File: src/rtl/modclk_pkg.sv
package modclk_pkg;

    // Field positions in the control word (software decodes these)
    localparam int M_LSB     = 0;
    localparam int M_W       = 4;
    localparam int P_LSB     = 16;
    localparam int P_W       = 2;
    localparam int SEL_LSB   = 24;
    localparam int SEL_MAX_W = 4;
    localparam int EN_BIT    = 31;
    localparam int DIV_W     = 8;

    typedef struct packed {
        logic                 en;
        logic [SEL_MAX_W-1:0] sel;
        logic [P_W-1:0]       p;
        logic [M_W-1:0]       m;
    } modclk_cfg_t;

    // Total divide (M+1) << P, range 1..128
    function automatic logic [DIV_W-1:0] total_div(modclk_cfg_t c);
        return ({{(DIV_W-M_W){1'b0}}, c.m} + DIV_W'(1)) << c.p;
    endfunction

    // Number of source pulses the output stays high in one period
    function automatic logic [DIV_W-1:0] high_len(modclk_cfg_t c);
        logic [DIV_W-1:0] d;
        d = total_div(c);
        return (d == DIV_W'(1)) ? DIV_W'(1) : (d >> 1);
    endfunction

endpackage

File: src/rtl/modclk_cfg_reg.sv
module modclk_cfg_reg
    import modclk_pkg::*;
#(
    parameter int SEL_W    = 2,
    parameter bit FORCE_ON = 1'b0
) (
    input  logic        clk,
    input  logic        rst_n,
    input  logic        wr_en,
    input  logic [31:0] wr_data,
    input  logic        period_end,
    output modclk_cfg_t shadow_cfg,
    output modclk_cfg_t act_cfg,
    output logic        load,
    output logic [31:0] rd_data
);

    localparam logic [SEL_MAX_W-1:0] SEL_MASK = SEL_MAX_W'((1 << SEL_W) - 1);

    typedef struct packed {
        modclk_cfg_t shadow;
        modclk_cfg_t act;
        logic        pend;
    } cfg_st_t;

    cfg_st_t st_d, st_q;
    logic    act_run;

    always_comb begin
        act_run = FORCE_ON || st_q.act.en;
        load    = st_q.pend && (period_end || !act_run);
        st_d    = st_q;
        if (load) begin
            st_d.act  = st_q.shadow;
            st_d.pend = 1'b0;
        end
        if (wr_en) begin
            st_d.shadow.m   = wr_data[M_LSB +: M_W];
            st_d.shadow.p   = wr_data[P_LSB +: P_W];
            st_d.shadow.sel = wr_data[SEL_LSB +: SEL_MAX_W] & SEL_MASK;
            st_d.shadow.en  = wr_data[EN_BIT];
            st_d.pend       = 1'b1;
        end
    end

    always_ff @(posedge clk or negedge rst_n) begin
        if (!rst_n) st_q <= '0;
        else        st_q <= st_d;
    end

    always_comb begin
        rd_data                        = '0;
        rd_data[M_LSB +: M_W]          = st_q.shadow.m;
        rd_data[P_LSB +: P_W]          = st_q.shadow.p;
        rd_data[SEL_LSB +: SEL_MAX_W]  = st_q.shadow.sel;
        rd_data[EN_BIT]                = st_q.shadow.en;
    end

    assign shadow_cfg = st_q.shadow;
    assign act_cfg    = st_q.act;

endmodule

File: src/rtl/modclk_src_sel.sv
module modclk_src_sel #(
    parameter int SEL_W     = 2,
    parameter int SEL_MAX_W = 4
) (
    input  logic [(1<<SEL_W)-1:0] src_en,
    input  logic [SEL_MAX_W-1:0]  sel,
    output logic                  pulse
);

    localparam int NSRC = 1 << SEL_W;

    logic [NSRC-1:0] hit;

    for (genvar i = 0; i < NSRC; i++) begin : g_src
        assign hit[i] = src_en[i] && (sel[SEL_W-1:0] == SEL_W'(i));
    end

    assign pulse = |hit;

endmodule

File: src/rtl/modclk_divider.sv
module modclk_divider
    import modclk_pkg::*;
#(
    parameter bit FORCE_ON = 1'b0
) (
    input  logic           clk,
    input  logic           rst_n,
    input  logic           pulse,
    input  logic           load,
    input  modclk_cfg_t    act_cfg,
    input  modclk_cfg_t    shadow_cfg,
    output logic           period_end,
    output logic           clk_out,
    output logic           tick,
    output logic [M_W-1:0] mcnt
);

    localparam int PCNT_W = (1 << P_W) - 1;

    typedef struct packed {
        logic [PCNT_W-1:0] pcnt;
        logic [M_W-1:0]    mcnt;
        logic              clk_o;
        logic              tick;
    } div_st_t;

    div_st_t           st_d, st_q;
    logic              run;
    logic [PCNT_W-1:0] pmax;
    logic              wrap_p;
    logic              wrap_m;
    logic [DIV_W-1:0]  pos_n;

    always_comb begin
        run        = FORCE_ON || act_cfg.en;
        pmax       = PCNT_W'((4'd1 << act_cfg.p) - 4'd1);
        wrap_p     = (st_q.pcnt == pmax);
        wrap_m     = (st_q.mcnt == act_cfg.m);
        period_end = run && pulse && wrap_p && wrap_m;

        st_d      = st_q;
        st_d.tick = period_end;
        if (load || !run) begin
            st_d.pcnt = '0;
            st_d.mcnt = '0;
        end else if (pulse) begin
            if (wrap_p) begin
                st_d.pcnt = '0;
                st_d.mcnt = wrap_m ? '0 : M_W'(st_q.mcnt + 1'b1);
            end else begin
                st_d.pcnt = PCNT_W'(st_q.pcnt + 1'b1);
            end
        end

        // position within the period, in source pulses
        pos_n = ({{(DIV_W-M_W){1'b0}}, st_d.mcnt} << act_cfg.p)
              | {{(DIV_W-PCNT_W){1'b0}}, st_d.pcnt};

        if (load) st_d.clk_o = FORCE_ON || shadow_cfg.en;
        else      st_d.clk_o = run && (pos_n < high_len(act_cfg));
    end

    always_ff @(posedge clk or negedge rst_n) begin
        if (!rst_n) st_q <= '0;
        else        st_q <= st_d;
    end

    assign clk_out = st_q.clk_o;
    assign tick    = st_q.tick;
    assign mcnt    = st_q.mcnt;

endmodule

File: src/rtl/modclk_gen.sv
module modclk_gen
    import modclk_pkg::*;
#(
    parameter int SEL_W    = 2,
    parameter bit FORCE_ON = 1'b0
) (
    input  logic                  clk,
    input  logic                  rst_n,
    input  logic [(1<<SEL_W)-1:0] src_en,
    input  logic                  reg_wr,
    input  logic [31:0]           reg_wdata,
    output logic [31:0]           reg_rdata,
    output logic                  clk_out,
    output logic                  tick
);

    modclk_cfg_t    shadow_cfg;
    modclk_cfg_t    act_cfg;
    logic           cfg_load;
    logic           sel_pulse;
    logic           period_end;
    logic [M_W-1:0] div_mcnt;

    modclk_cfg_reg #(
        .SEL_W   (SEL_W),
        .FORCE_ON(FORCE_ON)
    ) u_cfg (
        .clk       (clk),
        .rst_n     (rst_n),
        .wr_en     (reg_wr),
        .wr_data   (reg_wdata),
        .period_end(period_end),
        .shadow_cfg(shadow_cfg),
        .act_cfg   (act_cfg),
        .load      (cfg_load),
        .rd_data   (reg_rdata)
    );

    modclk_src_sel #(
        .SEL_W    (SEL_W),
        .SEL_MAX_W(SEL_MAX_W)
    ) u_sel (
        .src_en(src_en),
        .sel   (act_cfg.sel),
        .pulse (sel_pulse)
    );

    modclk_divider #(
        .FORCE_ON(FORCE_ON)
    ) u_div (
        .clk       (clk),
        .rst_n     (rst_n),
        .pulse     (sel_pulse),
        .load      (cfg_load),
        .act_cfg   (act_cfg),
        .shadow_cfg(shadow_cfg),
        .period_end(period_end),
        .clk_out   (clk_out),
        .tick      (tick),
        .mcnt      (div_mcnt)
    );

endmodule

File: config.mk
export PLATFORM = sky130hd
export DESIGN_NAME = modclk_gen
export DESIGN_NICKNAME = d
export VERILOG_FILES = /design/src/rtl/modclk_pkg.sv /design/src/rtl/modclk_cfg_reg.sv /design/src/rtl/modclk_src_sel.sv /design/src/rtl/modclk_divider.sv /design/src/rtl/modclk_gen.sv
export SDC_FILE = /design/constraint.sdc
export NUM_CORES = 1
export LEC_CHECK = 0
export ABC_AREA = 0
export BUFFER_PORTS_ARGS = -buffer_cell sky130_fd_sc_hd__buf_4
export CORE_MARGIN = 10
export CORE_UTILIZATION = 40
export DETAILED_ROUTE_END_ITERATION = 8
export PLACE_DENSITY = 0.62
export SLEW_MARGIN = 30
export SYNTH_ARGS = -nofsm -noshare
export SYNTH_HDL_FRONTEND = slang
export SYNTH_HIERARCHICAL = 1
export SYNTH_SLANG_ARGS = --single-unit
File: constraint.sdc
create_clock -name clk -period 6.76 [get_ports clk]
set_clock_uncertainty 0.15 [all_clocks]
set_input_delay 0.338 -clock clk [delete_from_list [all_inputs] [get_ports clk]]
set_output_delay 0.338 -clock clk [all_outputs]
set_load 0.005 [all_outputs]
### Word level (Yosys, flattened, before mapping)

Index checks and enable logic that the tools add are counted.

* add/subtract/negate cells: 4
* magnitude comparators: 1
* equality and inequality tests: 6
* shift operators: 3
* multiplexer cells: 9
* bitwise gates (word level): 1
* reductions and logical operators: 15

Operators by type and width (number)
* 2-to-1 mux 7 bit: 3
* logical AND 1 bit: 9
* equality test 8 x 1 -> 1 bit (second input constant): 1
* < comparator 8 bit: 1
* 2-to-1 mux 4 bit: 2
* OR 8 x 3 -> 8 bit: 1
* left shift 4 x 2 -> 8 bit: 1
* left shift 5 x 2 -> 8 bit: 1
* adder 4 x 1 -> 5 bit (second input constant): 1
* adder 4 x 1 -> 4 bit (second input constant): 1
* equality test 2 bit (second input constant): 2
* equality test 4 bit: 1
* OR reduction 4 bit: 1
* adder 3 x 1 -> 3 bit (second input constant): 1
* equality test 3 bit: 1
* 2-to-1 mux 1 bit: 3
* 2-to-1 mux 3 bit: 1
* left shift 1 x 2 -> 3 bit (first input constant): 1
* subtractor 3 x 1 -> 3 bit (second input constant): 1
* equality test 2 x 1 -> 1 bit (second input constant): 1
* logical NOT 2 bit: 1
* logical OR 1 bit: 2
* nonzero test 2 bit: 1
* logical NOT 1 bit: 1

* register bits after elaboration: 28
* input bits: 39
* word-level logic and storage cells: 52

### Longest topological paths before layout

Gate-level depths: netlist of the first run.

* depth after elaboration: 15
* gate-level depth with buffers: 19
* depth with buffers taken out: 17

### Hierarchy

The synthesis of the first run kept the hierarchy.

Modules (own cells, without submodules)
* modclk_cfg_reg: times used 1, cells each 99, area each 1129.8 µm²
* modclk_divider: times used 1, cells each 119, area each 1037.2 µm²
* modclk_src_sel: times used 1, cells each 1, area each 22.5 µm²

### Worst setup path after synthesis of the first run

OpenSTA, ideal clock, no wires.

* path type: reg-to-reg
* start point: reg u_cfg.st_q (netlist bit u_cfg/act_cfg[7])
* end point: reg u_div.st_q (netlist bit u_div/clk_out)
* arrival: 3.523 ns
* required time: 6.515 ns
* slack: 2.991 ns
* cell stages (with the launch flop): 16
* clock period less this slack: 3.769 ns
* cell sequence: dfrtp_1 -> buf_4 -> mux4_2 -> o21a_1 -> and2_1 -> and3_1 -> o21ai_4 -> inv_1 -> nand2b_1 -> clkbuf_1 -> a2111oi_4 -> ha_1 -> a21o_1 -> a211oi_1 -> nand4b_1 -> o31ai_1

RTL lines
* from (decl): line modclk_cfg_reg.sv:26 `cfg_st_t st_d, st_q;`
* from (signal assigned): line modclk_cfg_reg.sv:48 `else st_q <= st_d;`
* to (signal assigned): line modclk_divider.sv:65 `else st_q <= st_d;`
* to (decl): line modclk_divider.sv:27 `div_st_t st_d, st_q;`

==> impl_metrics.env, run 1 <==
export IMPL_status="finished clean"
export IMPL_worstSetupPathType="reg2reg"
export IMPL_cts_tree="yes"
export IMPL_finalWirelength_um=3940
export IMPL_cp_end_kind="flop"
export IMPL_cp_max_fo=22
export IMPL_p_per_area_mw_per_mm2=492
export IMPL_ff2ff_path_depth=16
export IMPL_rsz0062_at_grt="no"
export IMPL_critPathLaunchType="flop"
export IMPL_yosys_warnings=6
export IMPL_fp_row_count=26
export IMPL_n_antenna_cell=0
export IMPL_r2r_start="u_cfg/act_cfg[4]"
export IMPL_dieArea_sq_mm=0.00845
export IMPL_drv_slew=0
export IMPL_syn_avg_cell_area_sq_um=10.2
export IMPL_areaGrowthSynthToFinish_pct=5.02
export IMPL_seqPwrFrac_pct=30.1
export IMPL_crit_end="u_div/clk_out"
export IMPL_clkSinkCount=28
export IMPL_cts_buffer_depth=2
export IMPL_die_h_um=91.9
export IMPL_dp_hpwl_um=3130
export IMPL_period_needed_ns=4.44
export IMPL_grt_start_max_net_pins=29
export IMPL_ant_nets=0
export IMPL_coreArea_sq_mm=0.00507
export IMPL_synth_cell_area_sq_mm=0.00207
export IMPL_power_leakage_nw=1.04
export IMPL_cp_startpoint="u_cfg/act_cfg[4]"
export IMPL_insertion_delay_ns=0.28
export IMPL_multi_input_area_sq_mm=0.00108
export IMPL_grt_pass1_vias=1440
export IMPL_setup_viol=0
export IMPL_antenna_found_initial=0
export IMPL_drc=0
export IMPL_vias=1327
export IMPL_grt_usage_pct=9.35
export IMPL_min_path_type="in2reg"
export IMPL_drive_above_1_share_pct=28.7
export IMPL_syn_inst=203
export IMPL_period_share_pct=65.7
export IMPL_place_ws_ns=2.37
export IMPL_grt_pass1_wl_um=6610
export IMPL_numCtsBuffers=3
export IMPL_worst_slew_pin_transition_ns=0.803
export IMPL_gp_congestion=0.823
export IMPL_num_io_pins=73
export IMPL_power_switching_uw=461
export IMPL_path_clk_slew_ns=0.10
export IMPL_htreeDepth=1
export IMPL_root_buffer="clkbuf_8"
export IMPL_combPwrFrac_pct=57.3
export IMPL_layout_setup_ws_ns=2.32
export IMPL_vias_per_cell=4.76
export IMPL_p_int_uw=607
export IMPL_vdd_ir_drop_max_uv=191
export IMPL_max_cap_viol_count=0
export IMPL_overflow=0
export IMPL_nets=258
export IMPL_cp_data_required_time_ns=6.80
export IMPL_start_util_pct=40.8
export IMPL_port_buffers=26
export IMPL_firstDrtPassIters=2
export IMPL_clock_fmax_mhz=225
export IMPL_ff2ff_setup_slack_ns=2.32
export IMPL_hold_viol=0
export IMPL_cp_arrival_ns=4.48
export IMPL_cts_setup_buffers=0
export IMPL_drt_iter0_markers=45
export IMPL_max_slew_margin_pct=46.4
export IMPL_p_clk_share_pct=12.6
export IMPL_dieWidth_um=91.9
export IMPL_finalSetupTns_ns=0
export IMPL_r2r_end="u_div/clk_out"
export IMPL_wire_per_inst_um=14.1
export IMPL_switching_share_pct=43.2
export IMPL_fillers=518
export IMPL_regArea_sq_um=701
==> final cells by class <==
cell class                      count  area share, %
Tap cell                           70           4.03
Inverter                            7           1.21
Sequential cell                    28           32.2
Timing Repair Buffer               27           9.44
Clock buffer                        3           1.90
Clock inverter                      1           1.38
Multi-Input combinational cell    143           49.8
==> cell usage in the layout (no fill, tap or decap), types with 2 or more instances in the layout <==
| master | count |
|---|---|
| a21o_1 | 3 |
| a21oi_1 | 6 |
| a22o_1 | 2 |
| a22oi_1 | 2 |
| a31o_2 | 2 |
| and3_1 | 4 |
| buf_4 | 26 |
| clkbuf_8 | 3 |
| conb_1 | 23 |
| dfrtp_1 | 28 |
| ha_1 | 9 |
| inv_1 | 7 |
| mux2_2 | 21 |
| mux2i_1 | 2 |
| nand2_1 | 6 |
| nand2b_1 | 4 |
| nand3_1 | 4 |
| nand4_1 | 2 |
| nor2_1 | 13 |
| nor3_1 | 4 |
| o22ai_1 | 4 |
| xnor2_1 | 4 |
| xor2_1 | 4 |
==> critical path, stage by stage, from the launching register on <==
cell and delay [ns]:
dfrtp_1 0.88, or4b_1 0.51, o211ai_2 0.15, and2_1 0.29, and3_1 0.30, o21ai_4 0.14
inv_1 0.11, nand2b_1 0.37, nor3_1 0.14, a211o_1 0.26, ha_1 0.31, a21o_1 0.19
a21oi_1 0.19, nand2_1 0.09, nand4_1 0.10, a22oi_1 0.07, o31ai_1 0.09
==> power by group through the flow <==
stage / Combinational, mW / Sequential [mW] / Clock (mW)
after global placement: 0.597 / 0.324 / 0
final: 0.612 / 0.321 / 0.135
after CTS: 0.615 / 0.321 / 0.139
after global routing: 0.694 / 0.336 / 0.145
after floorplan: 0.593 / 0.262 / 0
after detailed placement: 0.612 / 0.325 / 0
==> registers in the layout, indices dropped and copies added (netlist names) <==
name / flops
u_cfg/act_cfg: 8
u_cfg/act_run: 1
u_cfg/rd_data: 9
u_cfg/st_q: 1
u_div/clk_out: 1
u_div/mcnt: 4
u_div/st_q: 3
u_div/tick: 1
==> layer usage <==
| metal | vias up | wire length (um) | global-route usage, % | part of all wire (%) |
|---|---|---|---|---|
| met5 | - | 0 | 0 | 0 |
| li1 | 661 | - | - | - |
| met2 | 37 | 1780 | 15.5 | 45 |
| met1 | 624 | 1780 | 10.5 | 45 |
| met3 | 5 | 313 | 3.67 | 7.9 |
| met4 | 0 | 64 | 3.98 | 1.6 |
==> stage by stage <==
step | std cells | hold WS (ns) | utilization, % | total power [mW] | cell area (sq um)
floorplan | 225 | -0.108 | - | 0.855 | 2150
global placement | 274 | 0.123 | 41.2 | 0.921 | 2090
detailed placement | 274 | 0.131 | 41.2 | 0.937 | 2090
CTS | 279 | 0.119 | 42.8 | 1.08 | 2170
global route | 279 | 0.117 | 42.8 | 1.17 | 2170
finish | 279 | 0.127 | 42.8 | 1.07 | 2170
==> worst min path at each step <==
stage	startpoint	end	slack, ns	depth (start not counted)
finish	reg_wdata[16]	u_cfg/rd_data[16]	0.13	2
global placement	rst_n	u_cfg/rd_data[0]	0.12	1
floorplan	rst_n	u_cfg/act_cfg[0]	-0.11	0
CTS	reg_wdata[17]	u_cfg/rd_data[17]	0.12	2
global route	reg_wdata[17]	u_cfg/rd_data[17]	0.12	2
detailed placement	rst_n	u_cfg/rd_data[0]	0.13	1
==> timing repair <==
action,in CTS,in global routing
gates resized for setup,0,0
hold endpoints to repair,28,0
hold buffers,1,0
Power figures use the tool's default switching activity.
==> inputs of run 2 (changes only) <==
ABC_AREA = 1   (was 0)
PLACE_DENSITY = 0.64   (was 0.62)
clock period = 3.6 ns   (was 6.76 ns; I/O delays follow)
==> run 2 against run 1 <==
Register-to-register slack lost 1.9 ns. Routed wire length rose by 16%. Area after synthesis grew 5.7%. Combinational power rose by 52%. Final area rose by 13%. Via count increased by 41%. First-iteration DRC count increased to 2.9 times the previous value. Sequential share of layout area shrank 3.7 points. Die area grew 4.5%. Sequential power rose by 55%. Sequential cell count stayed put.
==> impl_metrics.env, run 2 <==
export IMPL_status="finished clean"
export IMPL_grt_pass1_vias=1860
export IMPL_cts_setup_buffers=0
export IMPL_cts_tree="yes"
export IMPL_htreeDepth=1
export IMPL_drt_iter0_markers=131
export IMPL_vias=1868
export IMPL_root_buffer="clkbuf_8"
export IMPL_cpPeakStageDelay_ns=0.53
export IMPL_power_leakage_nw=1.40
export IMPL_synth_cell_area_sq_mm=0.00219
export IMPL_max_cap_viol_count=0
export IMPL_p_per_area_mw_per_mm2=683
export IMPL_gp_congestion=0.886
export IMPL_final_common_cell="nand2_1"
export IMPL_period_share_pct=87.9
export IMPL_worstSetupPathType="reg2reg"
export IMPL_fillers=527
export IMPL_cp_data_required_time_ns=3.67
export IMPL_hold_viol=0
export IMPL_drive_above_1_share_pct=16.9
export IMPL_dieWidth_um=94.0
export IMPL_syn_avg_cell_area_sq_um=6.86
export IMPL_wire_per_inst_um=11.1
export IMPL_syn_inst=319
export IMPL_switching_share_pct=45.4
export IMPL_numCtsBuffers=3
export IMPL_cts_buffer_depth=2
export IMPL_insertion_delay_ns=0.28
export IMPL_cp_arrival_ns=3.24
export IMPL_grt_pass1_wl_um=8110
export IMPL_p_clk_share_pct=14.8
export IMPL_drv_slew=0
export IMPL_path_clk_slew_ns=0.10
export IMPL_grt_start_max_net_pins=29
export IMPL_vias_per_cell=4.51
export IMPL_combPwrFrac_pct=55.5
export IMPL_largest_reg_flops=9
export IMPL_cpMostUsedCell="nand2_1"
export IMPL_nets=393
export IMPL_p_int_uw=916
export IMPL_antenna_found_initial=0
export IMPL_period_needed_ns=3.17
export IMPL_cp_end_kind="flop"
export IMPL_start_util_pct=42.0
export IMPL_power_switching_uw=762
export IMPL_dieArea_sq_mm=0.00883
export IMPL_areaGrowthSynthToFinish_pct=12.3
export IMPL_num_io_pins=73
export IMPL_yosys_warnings=6
export IMPL_ant_nets=0
export IMPL_seqPwrFrac_pct=29.7
export IMPL_placed_area_sq_mm=0.00228
export IMPL_firstDrtPassIters=4
export IMPL_finalSetupTns_ns=0
export IMPL_coreArea_sq_mm=0.00520
export IMPL_cp_slowest_cell="dfrtp_1"
export IMPL_overflow=0
export IMPL_dp_hpwl_um=3630
export IMPL_finalWirelength_um=4590
export IMPL_die_h_um=94.0
export IMPL_clkSinkCount=28
export IMPL_hold_slack_ns=0.0349
export IMPL_clock_fmax_mhz=316
export IMPL_port_buffers=26
export IMPL_drc=0
export IMPL_vdd_ir_drop_max_uv=310
export IMPL_post_route_util_pct=47.2
export IMPL_n_antenna_cell=0
export IMPL_setup_viol=0
export IMPL_rsz0062_at_grt="no"
export IMPL_fp_row_count=26
export IMPL_crit_chain="nor2_1, nand2_1, nand2_2, nand4_1, nor3_2, inv_1, nand2_4, nand2_4, inv_1, nor2_1, nand2_1, o21ai_1, nand2_1, o21ai_1, nand2_1, nand3_1, ha_1, nand2_1, inv_1, nand2_1, nand2_1, nand2_1, nand2_1, nand2_1"
export IMPL_cp_max_fo=8
export IMPL_grt_usage_pct=10.9
export IMPL_min_path_type="in2reg"
export IMPL_fin_area_sq_mm=0.00246
export IMPL_critPathLaunchType="flop"
export IMPL_layout_common_cells="116 x nand2_1, 37 x buf_4, 31 x inv_1, 30 x nand3_1, 28 x dfrtp_1"
[run 2: changes by cell type in the layout (fill, tap and decap cells not counted), sizes merged, moves of 3 or more]
cell         previous run  this run
mux2                   21         0
buf                    26        37
and3                    4         0
nand2b                  4         0
nand3                   5        31
nand2                   6       120
o21ai                   2        12
a21o                    3         0
dlygate4sd3             1        10
o22ai                   4         0
inv                     7        38
xnor2                   4         0
nand4                   2         5
[run 2: final cells by class]
type | instances | area (sq um) | share of cell area [%]
multi-input combinational | 226 | 1070 | 43.7
sequential | 28 | 701 | 28.5
tap | 70 | 87.6 | 3.56
clock inverter | 1 | 30.0 | 1.22
timing repair buffer | 47 | 378 | 15.4
inverter | 39 | 146 | 5.96
clock buffer | 3 | 41.3 | 1.68
[run 2: through the flow]
| stage | total power [mW] | std cells | setup WS, ns |
|---|---|---|---|
| 2_1_floorplan | 1.25 | 341 | 0.553 |
| 3_3_place_gp | 1.41 | 400 | 0.420 |
| 3_5_place_dp | 1.42 | 400 | 0.408 |
| 4_1_cts | 1.69 | 414 | 0.378 |
| 5_1_grt | 1.87 | 414 | 0.0321 |
| 6_report | 1.68 | 414 | 0.434 |
[run 2: power by group through the flow]
| stage | clock network, mW | logic [mW] | registers (mW) |
|---|---|---|---|
| 2_1_floorplan | 0 | 0.799 | 0.448 |
| 3_3_place_gp | 0 | 0.906 | 0.504 |
| 3_5_place_dp | 0 | 0.916 | 0.506 |
| 4_1_cts | 0.257 | 0.929 | 0.500 |
| 5_1_grt | 0.265 | 1.09 | 0.515 |
| 6_report | 0.248 | 0.931 | 0.499 |
[run 2: worst max-delay path, delay by kind of cell, from the launching register on]
kind,cells,cell delay [ns]
AND/OR/NAND/NOR,18,1.63
flip-flops,1,0.53
AO/OA/AOI/OAI,2,0.36
adder cells (fa/ha/maj),1,0.24
buffers and inverters,3,0.20
[run 2: metal layers]
metal  global-route usage, %  part of all wire, %  up-vias
li1                        -                    -      974
met1                    12.9                   45      847
met2                    19.1                   48       43
met3                    2.96                  5.8        4
met4                    2.28                 0.74        0
met5                       0                    0        -
[run 2: final timing paths]
path,endpoint,start,slack (ns),cells after the start
max in group asynchronous,u_cfg/rd_data[1],rst_n,2.82,2
min reg2reg,u_cfg/rd_data[3],u_cfg/rd_data[3],0.37,2
min in group asynchronous,u_div/st_q[6],rst_n,0.20,2
min,u_cfg/rd_data[0],reg_wr,0.03,3
max,u_div/clk_out,u_cfg/act_cfg[5],0.43,24
max reg2reg,u_div/clk_out,u_cfg/act_cfg[5],0.43,24
[run 2: what timing repair did]
item / in CTS / in global routing
gates resized for setup: 0 / 1
hold endpoints to repair: 37 / 0
endpoints found under the setup margin: 0 / 1
hold buffers: 10 / 0
